**src/rtl/steer_pkg.sv**
```systemverilog
package steer_pkg;
  typedef enum logic [1:0] {
    RL_SHORT = 2'd0,
    RL_MOD   = 2'd1,
    RL_LONG  = 2'd2
  } rl_class_t;

  typedef enum logic [1:0] {
    SQ_IDLE = 2'd0,
    SQ_P1   = 2'd1,
    SQ_P2   = 2'd2,
    SQ_FWD  = 2'd3
  } sq_state_t;

  localparam logic SEL_USER = 1'b0;
  localparam logic SEL_OS   = 1'b1;
endpackage

```
**src/rtl/rl_tracker.sv**
```systemverilog
module rl_tracker #(
  parameter int CNT_W = 32,
  parameter int ID_W  = 16,
  parameter int IDX_W = 6
) (
  input  logic             clk,
  input  logic             rst_n,
  input  logic             priv_enter,
  input  logic [ID_W-1:0]  call_id,
  input  logic             priv_exit,
  input  logic             insn_retire,
  output logic             in_priv,
  output logic [IDX_W-1:0] cur_idx,
  output logic [CNT_W-1:0] run_cnt,
  output logic             train_en
);
  localparam logic [CNT_W-1:0] CNT_MAX = {CNT_W{1'b1}};

  logic             priv_q, priv_d;
  logic [IDX_W-1:0] idx_q, idx_d;
  logic [CNT_W-1:0] cnt_q, cnt_d;
  logic             upd_en;

  assign upd_en = priv_enter | priv_exit | insn_retire;

  always_comb begin
    priv_d = priv_q;
    idx_d  = idx_q;
    cnt_d  = cnt_q;
    if (priv_enter) begin
      priv_d = 1'b1;
      idx_d  = call_id[IDX_W-1:0];
      cnt_d  = '0;
    end else if (priv_q && priv_exit) begin
      priv_d = 1'b0;
    end else if (priv_q && insn_retire && (cnt_q != CNT_MAX)) begin
      cnt_d = cnt_q + 1'b1;
    end
  end

  always_ff @(posedge clk or negedge rst_n) begin
    if (!rst_n) begin
      priv_q <= 1'b0;
      idx_q  <= '0;
      cnt_q  <= '0;
    end else if (upd_en) begin
      priv_q <= priv_d;
      idx_q  <= idx_d;
      cnt_q  <= cnt_d;
    end
  end

  assign in_priv  = priv_q;
  assign cur_idx  = idx_q;
  assign run_cnt  = cnt_q;
  assign train_en = priv_exit & priv_q & ~priv_enter;
endmodule

```
**src/rtl/rl_table.sv**
```systemverilog
module rl_table
  import steer_pkg::*;
#(
  parameter int DEPTH = 64,
  parameter int CNT_W = 32,
  localparam int IDX_W = $clog2(DEPTH)
) (
  input  logic             clk,
  input  logic             rst_n,
  input  logic             look_en,
  input  logic [IDX_W-1:0] look_idx,
  input  logic             train_en,
  input  logic [IDX_W-1:0] train_idx,
  input  logic [CNT_W-1:0] run_cnt,
  input  logic [CNT_W-1:0] thr_short,
  input  logic [CNT_W-1:0] thr_long,
  output rl_class_t        cur_class
);
  rl_class_t tbl [DEPTH];
  rl_class_t new_cls;
  rl_class_t cls_q;

  always_comb begin
    if (run_cnt <= thr_short)     new_cls = RL_SHORT;
    else if (run_cnt >= thr_long) new_cls = RL_LONG;
    else                          new_cls = RL_MOD;
  end

  for (genvar g = 0; g < DEPTH; g++) begin : g_slot
    logic wr_en;
    assign wr_en = train_en && (train_idx == IDX_W'(g));
    always_ff @(posedge clk or negedge rst_n) begin
      if (!rst_n)     tbl[g] <= RL_SHORT;
      else if (wr_en) tbl[g] <= new_cls;
    end
  end

  always_ff @(posedge clk or negedge rst_n) begin
    if (!rst_n)       cls_q <= RL_SHORT;
    else if (look_en) cls_q <= tbl[look_idx];
  end

  assign cur_class = cls_q;
endmodule

```
**src/rtl/probe_seq.sv**
```systemverilog
module probe_seq
  import steer_pkg::*;
#(
  parameter int ADDR_W = 32
) (
  input  logic              clk,
  input  logic              rst_n,
  input  logic              req_valid,
  input  logic [ADDR_W-1:0] req_addr,
  input  logic              first_os,
  output logic              req_ready,
  output logic              probe_valid,
  output logic              probe_sel,
  input  logic              rsp_valid,
  input  logic              rsp_hit,
  output logic              fwd_valid,
  output logic [ADDR_W-1:0] fwd_addr
);
  sq_state_t         st_q, st_d;
  logic              sel_q, sel_d;
  logic [ADDR_W-1:0] addr_q, addr_d;
  logic              take;

  assign take = (st_q == SQ_IDLE) && req_valid;

  always_comb begin
    st_d   = st_q;
    sel_d  = sel_q;
    addr_d = addr_q;
    case (st_q)
      SQ_IDLE: if (req_valid) begin
        st_d   = SQ_P1;
        sel_d  = first_os ? SEL_OS : SEL_USER;
        addr_d = req_addr;
      end
      SQ_P1:   if (rsp_valid) st_d = rsp_hit ? SQ_IDLE : SQ_P2;
      SQ_P2:   if (rsp_valid) st_d = rsp_hit ? SQ_IDLE : SQ_FWD;
      default: st_d = SQ_IDLE;
    endcase
  end

  always_ff @(posedge clk or negedge rst_n) begin
    if (!rst_n) begin
      st_q <= SQ_IDLE;
    end else begin
      st_q <= st_d;
    end
  end

  always_ff @(posedge clk or negedge rst_n) begin
    if (!rst_n) begin
      sel_q  <= SEL_USER;
      addr_q <= '0;
    end else if (take) begin
      sel_q  <= sel_d;
      addr_q <= addr_d;
    end
  end

  assign req_ready   = (st_q == SQ_IDLE);
  assign probe_valid = (st_q == SQ_P1) || (st_q == SQ_P2);
  assign probe_sel   = (st_q == SQ_P2) ? ~sel_q : sel_q;
  assign fwd_valid   = (st_q == SQ_FWD);
  assign fwd_addr    = addr_q;
endmodule

```
**src/rtl/syscall_steer_top.sv**
```systemverilog
module syscall_steer_top
  import steer_pkg::*;
#(
  parameter int DEPTH  = 64,
  parameter int CNT_W  = 32,
  parameter int ID_W   = 16,
  parameter int ADDR_W = 32,
  localparam int IDX_W = $clog2(DEPTH)
) (
  input  logic              clk,
  input  logic              rst_n,
  input  logic              part_en,
  input  logic [CNT_W-1:0]  thr_short,
  input  logic [CNT_W-1:0]  thr_long,
  input  logic              priv_enter,
  input  logic [ID_W-1:0]   call_id,
  input  logic              priv_exit,
  input  logic              insn_retire,
  input  logic              req_valid,
  input  logic [ADDR_W-1:0] req_addr,
  output logic              req_ready,
  output logic              probe_valid,
  output logic              probe_sel,
  input  logic              rsp_valid,
  input  logic              rsp_hit,
  output logic              fwd_valid,
  output logic [ADDR_W-1:0] fwd_addr
);
  logic             in_priv;
  logic [IDX_W-1:0] cur_idx;
  logic [CNT_W-1:0] run_cnt;
  logic             train_en;
  rl_class_t        cur_class;
  logic             first_os;

  rl_tracker #(.CNT_W(CNT_W), .ID_W(ID_W), .IDX_W(IDX_W)) u_trk (
    .clk(clk), .rst_n(rst_n),
    .priv_enter(priv_enter), .call_id(call_id),
    .priv_exit(priv_exit), .insn_retire(insn_retire),
    .in_priv(in_priv), .cur_idx(cur_idx),
    .run_cnt(run_cnt), .train_en(train_en)
  );

  rl_table #(.DEPTH(DEPTH), .CNT_W(CNT_W)) u_tbl (
    .clk(clk), .rst_n(rst_n),
    .look_en(priv_enter), .look_idx(call_id[IDX_W-1:0]),
    .train_en(train_en), .train_idx(cur_idx),
    .run_cnt(run_cnt), .thr_short(thr_short), .thr_long(thr_long),
    .cur_class(cur_class)
  );

  assign first_os = part_en && in_priv && (cur_class == RL_MOD);

  probe_seq #(.ADDR_W(ADDR_W)) u_seq (
    .clk(clk), .rst_n(rst_n),
    .req_valid(req_valid), .req_addr(req_addr), .first_os(first_os),
    .req_ready(req_ready), .probe_valid(probe_valid), .probe_sel(probe_sel),
    .rsp_valid(rsp_valid), .rsp_hit(rsp_hit),
    .fwd_valid(fwd_valid), .fwd_addr(fwd_addr)
  );
endmodule

```
**config.mk**
```make
export PLATFORM = sky130hd
export DESIGN_NAME = syscall_steer_top
export DESIGN_NICKNAME = d
export VERILOG_FILES = /design/src/rtl/steer_pkg.sv /design/src/rtl/rl_tracker.sv /design/src/rtl/rl_table.sv /design/src/rtl/probe_seq.sv /design/src/rtl/syscall_steer_top.sv
export SDC_FILE = /design/constraint.sdc
export NUM_CORES = 1
export LEC_CHECK = 0
export ABC_AREA = 1
export BUFFER_PORTS_ARGS = -buffer_cell sky130_fd_sc_hd__buf_4
export CORE_MARGIN = 5
export CORE_UTILIZATION = 40
export CTS_BUF_LIST = sky130_fd_sc_hd__clkbuf_2 sky130_fd_sc_hd__clkbuf_4 sky130_fd_sc_hd__clkbuf_8
export DETAILED_ROUTE_END_ITERATION = 10
export HOLD_SLACK_MARGIN = 0.02
export PLACE_DENSITY = 0.6
export SYNTH_ARGS = -nofsm -noshare
export SYNTH_HDL_FRONTEND = slang
export SYNTH_SLANG_ARGS = --single-unit
```
**constraint.sdc**
```tcl
create_clock -name clk -period 1.7 [get_ports clk]
set_input_delay 0.17 -clock clk [delete_from_list [all_inputs] [get_ports clk]]
set_output_delay 0.17 -clock clk [all_outputs]
set_load 0.03 [all_outputs]
```
; ---- Word-level counts from Yosys, hierarchy flattened
; Index checks and enable logic that the tools add are counted.
[word_totals]
regBits = 204
inputBits = 121
out_inout_bits = 36
wordCells = 252
[op_classes]
n_addsub = 1
n_lt_le_gt_ge = 3
n_eq_ne = 72
muxes = 18
n_bitwise = 7
n_reduce_logical = 80
[ops]
columns = op, count
row1 = $eq A6 B6 Y1 const B, 32
row2 = $eq A6 B5 Y1 const B, 16
row3 = $mux W32, 3
row4 = $logic_and A1 B1 Y1, 70
row5 = $eq A6 B4 Y1 const B, 8
row6 = $add A32 B1 Y32 const B, 1
row7 = $ge A32 B32 Y1, 1
row8 = $le A32 B32 Y1, 1
row9 = $ne A32 B32 Y1 const B, 1
row10 = $eq A6 B3 Y1 const B, 4
row11 = $mux W2, 9
row12 = $bmux W2 S6, 1
row13 = $eq A6 B2 Y1 const B, 2
row14 = $reduce_and A3 Y1, 3
row15 = $ne A2 B2 Y1 const B, 4
row16 = $ge A7 B7 Y1 const B, 1
row17 = $not A6 Y7, 1
row18 = $eq A6 B1 Y1 const B, 1
row19 = $logic_not A6 Y1, 1
row20 = $pmux W2 S3, 1
row21 = $eq A2 B1 Y1 const B, 2
row22 = $eq A2 B2 Y1 const B, 2
row23 = $mux W1, 4
row24 = $reduce_and A2 Y1, 2
row25 = other kinds (6), 10

; ---- Depth between registers and ports, before layout
[depth]
word_depth = 5
mapped_depth = 17
depth_no_buf = 15

; ---- Cells and area by module
; Synthesis repeated with hierarchy kept, for this count alone.
[unflattened]
cells_unflattened = 1911
area_unflattened_um2 = 12971.2
[modules_own_cells]
columns = mod, instances, cells_per_inst, area_each_um2, seq_area_each_um2
row1 = rl_table, 1, 1307, 8740.9, 3253.1
row2 = rl_tracker, 1, 425, 2651.3, 975.9
row3 = probe_seq, 1, 175, 1561.5, 875.8
row4 = syscall_steer_top, 1, 4, 17.5, 0.0

; ---- Worst setup path after synthesis
; OpenSTA, ideal clock, no wires.
[synth_path]
path_kind = register to register
from = register u_trk.cnt_q[31], in the netlist u_trk.run_cnt[31]
to = register u_tbl.tbl[21] (netlist bit)
setup_ps = 118
t_arrival_ps = 1766
path_slack_ps = -184
path_stages_with_launch = 12
path_buffers = 2
period_less_slack_ps = 1884
path_cell_list = dfrtp_1 ha_1 nand2_1 nor2_1 and2_1 nand3_1 nor3b_1 a21oi_2 buf_4 buf_6 nand3_1 nand2_1
[synth_via]
elab_chain_cells = 3
word_cells_on_any_way = 4
cone_classes = order compare: 2 / mux: 2
[synth_lines]
columns = element, line
row1 = from (decl), rl_tracker.sv:21  ; logic [CNT_W-1:0] cnt_q, cnt_d;
row2 = from (signal assigned), rl_tracker.sv:49  ; cnt_q <= cnt_d;
row3 = $ge A32 B32 Y1, rl_table.sv:25  ; else if (run_cnt >= thr_long) new_cls = RL_LONG;
row4 = $mux W2, rl_table.sv:25
row5 = $mux W2 (*), rl_table.sv:24  ; if (run_cnt <= thr_short) new_cls = RL_SHORT;
row6 = "to (signal, indexed assignment)", rl_table.sv:34  ; else if (wr_en) tbl[g] <= new_cls;
row7 = to (decl), rl_table.sv:19  ; rl_class_t tbl [DEPTH];
; Every way passes the cells marked *; elsewhere a longest branch is shown, timed or not.
; A chain may end at the register's enable or synchronous reset.

; ---- Final worst setup path
[layout_path]
from = register u_trk.cnt_q[31], in the netlist u_trk.run_cnt[31]
to = register u_tbl.tbl[52] (netlist bit)
; Same word-level chain as after synthesis.

==> impl_results.md <==
- Run status: complete, but fails checks
- Failing checks: negative setup slack
- P per Cell Area: 815 mW/mm2
- CP max FO: 13
- I/O Buffers: 146
- Sequential area share after synthesis: 40.7%
- Final Power: 0.0137 W
- GRT overflow: 0
- Critical Path Sink Type: flop
- Tmin final: 2.22 ns
- Setup-failing EPs final: 160
- Horiz. Die Dim: 187 um
- DP Cell Count: 2302
- Most frequent cells in the layout: 540 x nand2_1, 243 x nand3_1, 228 x buf_4, 201 x inv_1, 199 x dfrtp_1
- CTS max path bufs: 3
- Pre-CTS setup slack: -0.608 ns
- Drt first pass iters: 5
- Post-synthesis cell count: 1720
- Startpoint Class: flop
- Setup CP Type: flop to flop
- Vias per cell: 5.06
- Die area: 0.0350 mm2
- Post-route insts no fill: 2417
- CTS tree: yes
- Most common cell after layout, fill and taps aside: nand2_1
- DR DRC count: 0
- Slew @ Worst Pin: 0.698 ns
- Root Driver: clkbuf_8
- Vias in the first global route: 12200
- Post-Route WL: 37900 um
- Final core utilization: 54.6%
- Final HPWL DP: 25600 um
- Core area: 0.0307 mm2
- Cell area after synthesis: 0.0125 mm2
- Die Ht: 187 um
- Nets: 2191
- Mapped Avg Cell Area: 7.30 um2
- Mapped Nets: 1910
- Worst Path Required: 2.16 ns
- Largest net degree at the start of global routing: 58
- Flip-flop and latch count after synthesis: 204
- Worst Path Arrival: 2.68 ns
- Via count: 12200
- Routed wire length per instance: 15.7 um
- Initial core utilization: 40.8%
- Unrepaired setup endpoints after global routing: yes
- Share of post-route cells with drive strength above 1: 23.5%
- GR Util All Layers: 20.9%
- Number of synthesis warnings: 0
- Later-pin clock latency in the skew report: 0.54 ns
- Iter 0 DRT Violations: 859
- Clk sinks: 204
- Worst R2R Setup Slack: -0.52 ns
- Clk pin slew, worst setup/hold paths: 0.06 ns
- Achievable frequency: 0.451 GHz
- Post-route ant nets: 0
- CTS Buf Count: 37
- Max_cap viols: 0
- Fin crit share: 130%
- # rows: 64
- Final Hold Vio Count: 0
- Fin Clk Skew: 0.0214 ns
- CTS H-tree depth: 2
- VDD IR max: 1130 uV
- P_leak: 8.43 nW
- Relative slew slack: 53.4%
- Synth cell types: 33
- Routability-driven placement congestion ratio: 0.899
- Final Hold Slack: 0.0786 ns
- Global-route wire length before repair: 61200 um
- Initial antenna violation count: 1
- Post-route setup slack: -0.518 ns
- Io pins: 157
- Slew Viols, Final: 0
- Area growth syn-to-layout: 33.8%
- HP Class: primary input to flop
## synthesized netlist by cell type
master	number	area share [%]
a21oi_1	32	1.3
buf_6	15	1.3
a21oi_2	2	0.14
nor2_4	1	0.090
o41ai_1	1	0.070
nand2_1	559	17
nor3_1	29	1.2
xnor2_1	9	0.63
nor2_2	1	0.050
inv_1	203	6.1
nand2_2	2	0.10
and2_1	1	0.050
o21a_1	4	0.24
dfrtp_1	204	41
buf_2	24	0.96
inv_2	2	0.060
buf_4	1	0.060
clkbuf_1	29	0.87
buf_1	1	0.030
o21bai_1	1	0.060
ha_1	69	6.9
nor2_1	142	4.2
nand3_2	2	0.16
nand3_4	1	0.14
o31ai_1	9	0.54
mux2_2	32	2.9
a21o_1	1	0.060
xor2_1	21	1.5
nand4_1	10	0.50
o21ai_0	25	1.0
nor4_1	1	0.050
nand3_1	284	11
nor3b_1	2	0.12
## layout make-up
cell class / count / area, um2
diodes: 1 / 2.50
clock buffers: 53 / 667
clock inverters: 5 / 35.0
fillers: 2897 / 14000
inverters: 205 / 769
multi-input cells: 1241 / 6780
flip-flops and latches: 204 / 5110
well taps: 396 / 495
repair buffers: 312 / 2930
## per-stage QoR
step	cell area [um2]	TNS, ns
2_1_floorplan	12600	-19.30
3_3_place_gp	14900	-74.14
3_5_place_dp	14900	-76.85
4_1_cts	16200	-57.77
5_1_grt	16800	-85.33
6_report	16800	-65.25
## where the power goes
part | internal (W) | switching (W) | leakage, nW
Clock | 0.00251 | 0.00208 | 0.372
Sequential | 0.00531 | 0.000245 | 2.75
Combinational | 0.00148 | 0.00207 | 5.31
Total | 0.00930 | 0.00439 | 8.43
## critical path, stage by stage (launching register included)
cell and delay (ns):
dfrtp_2 0.45, ha_4 0.30, nand2_4 0.06, nor2_4 0.10
and2_4 0.19, nand3_4 0.07, nor2_4 0.12, nand2_2 0.08
a21oi_4 0.20, buf_12 0.22, clkbuf_16 0.20, nand3_1 0.07
nand2_1 0.06
## layer usage
layer	part of all wire, %	wire length [um]	up-vias	GRT usage (%)
li1	-	-	6047	-
met1	45	17200	5790	28.5
met2	47	17700	340	34.4
met3	5.7	2170	64	3.62
met4	2.3	860	0	5.63
met5	0	0	-	0
## worst paths after layout
path / endpoint / startpoint / depth (start not counted)
min in group asynchronous: u_tbl.tbl[26] / rst_n / 2
worst min register to register: u_seq.sel_q / u_tbl.cur_class[1] / 1
worst max-delay path: u_tbl.tbl[52] / u_trk.run_cnt[31] / 12
worst max register to register: u_tbl.tbl[52] / u_trk.run_cnt[31] / 12
max in group asynchronous: u_trk.run_cnt[7] / rst_n / 3
worst min-delay path: u_seq.st_q[0] / rsp_valid / 5
## cells by family after synthesis
| group | count (synthesis) | synth area share [%] |
|---|---|---|
| muxes | 32 | 2.87 |
| adders and majority gates | 69 | 6.88 |
| xor gates and xnor gates | 30 | 2.09 |
| and+or+nand+nor | 1035 | 34.7 |
| DFF | 204 | 40.7 |
| AOI/OAI and AO/OA | 75 | 3.38 |
| buffers and inverters | 275 | 9.39 |
## timing repair
action | in CTS | in global routing
setup endpoints to repair | 161 | 163
setup buffers | 1 | 7
hold endpoints to repair | 244 | 0
pin swaps | 11 | 26
gates cloned | 0 | 8
gates resized for setup | 55 | 83
hold buffers | 40 | 0
## sequential cells by signal (all words and copies together) (netlist names)
name / cells
u_seq.fwd_addr: 32
u_seq.sel_q: 1
u_seq.st_q: 2
u_tbl.cur_class: 2
u_tbl.tbl: 128
u_trk.cur_idx: 6
u_trk.in_priv: 1
u_trk.run_cnt: 32
Note: power is estimated with default switching activity, not from simulation.
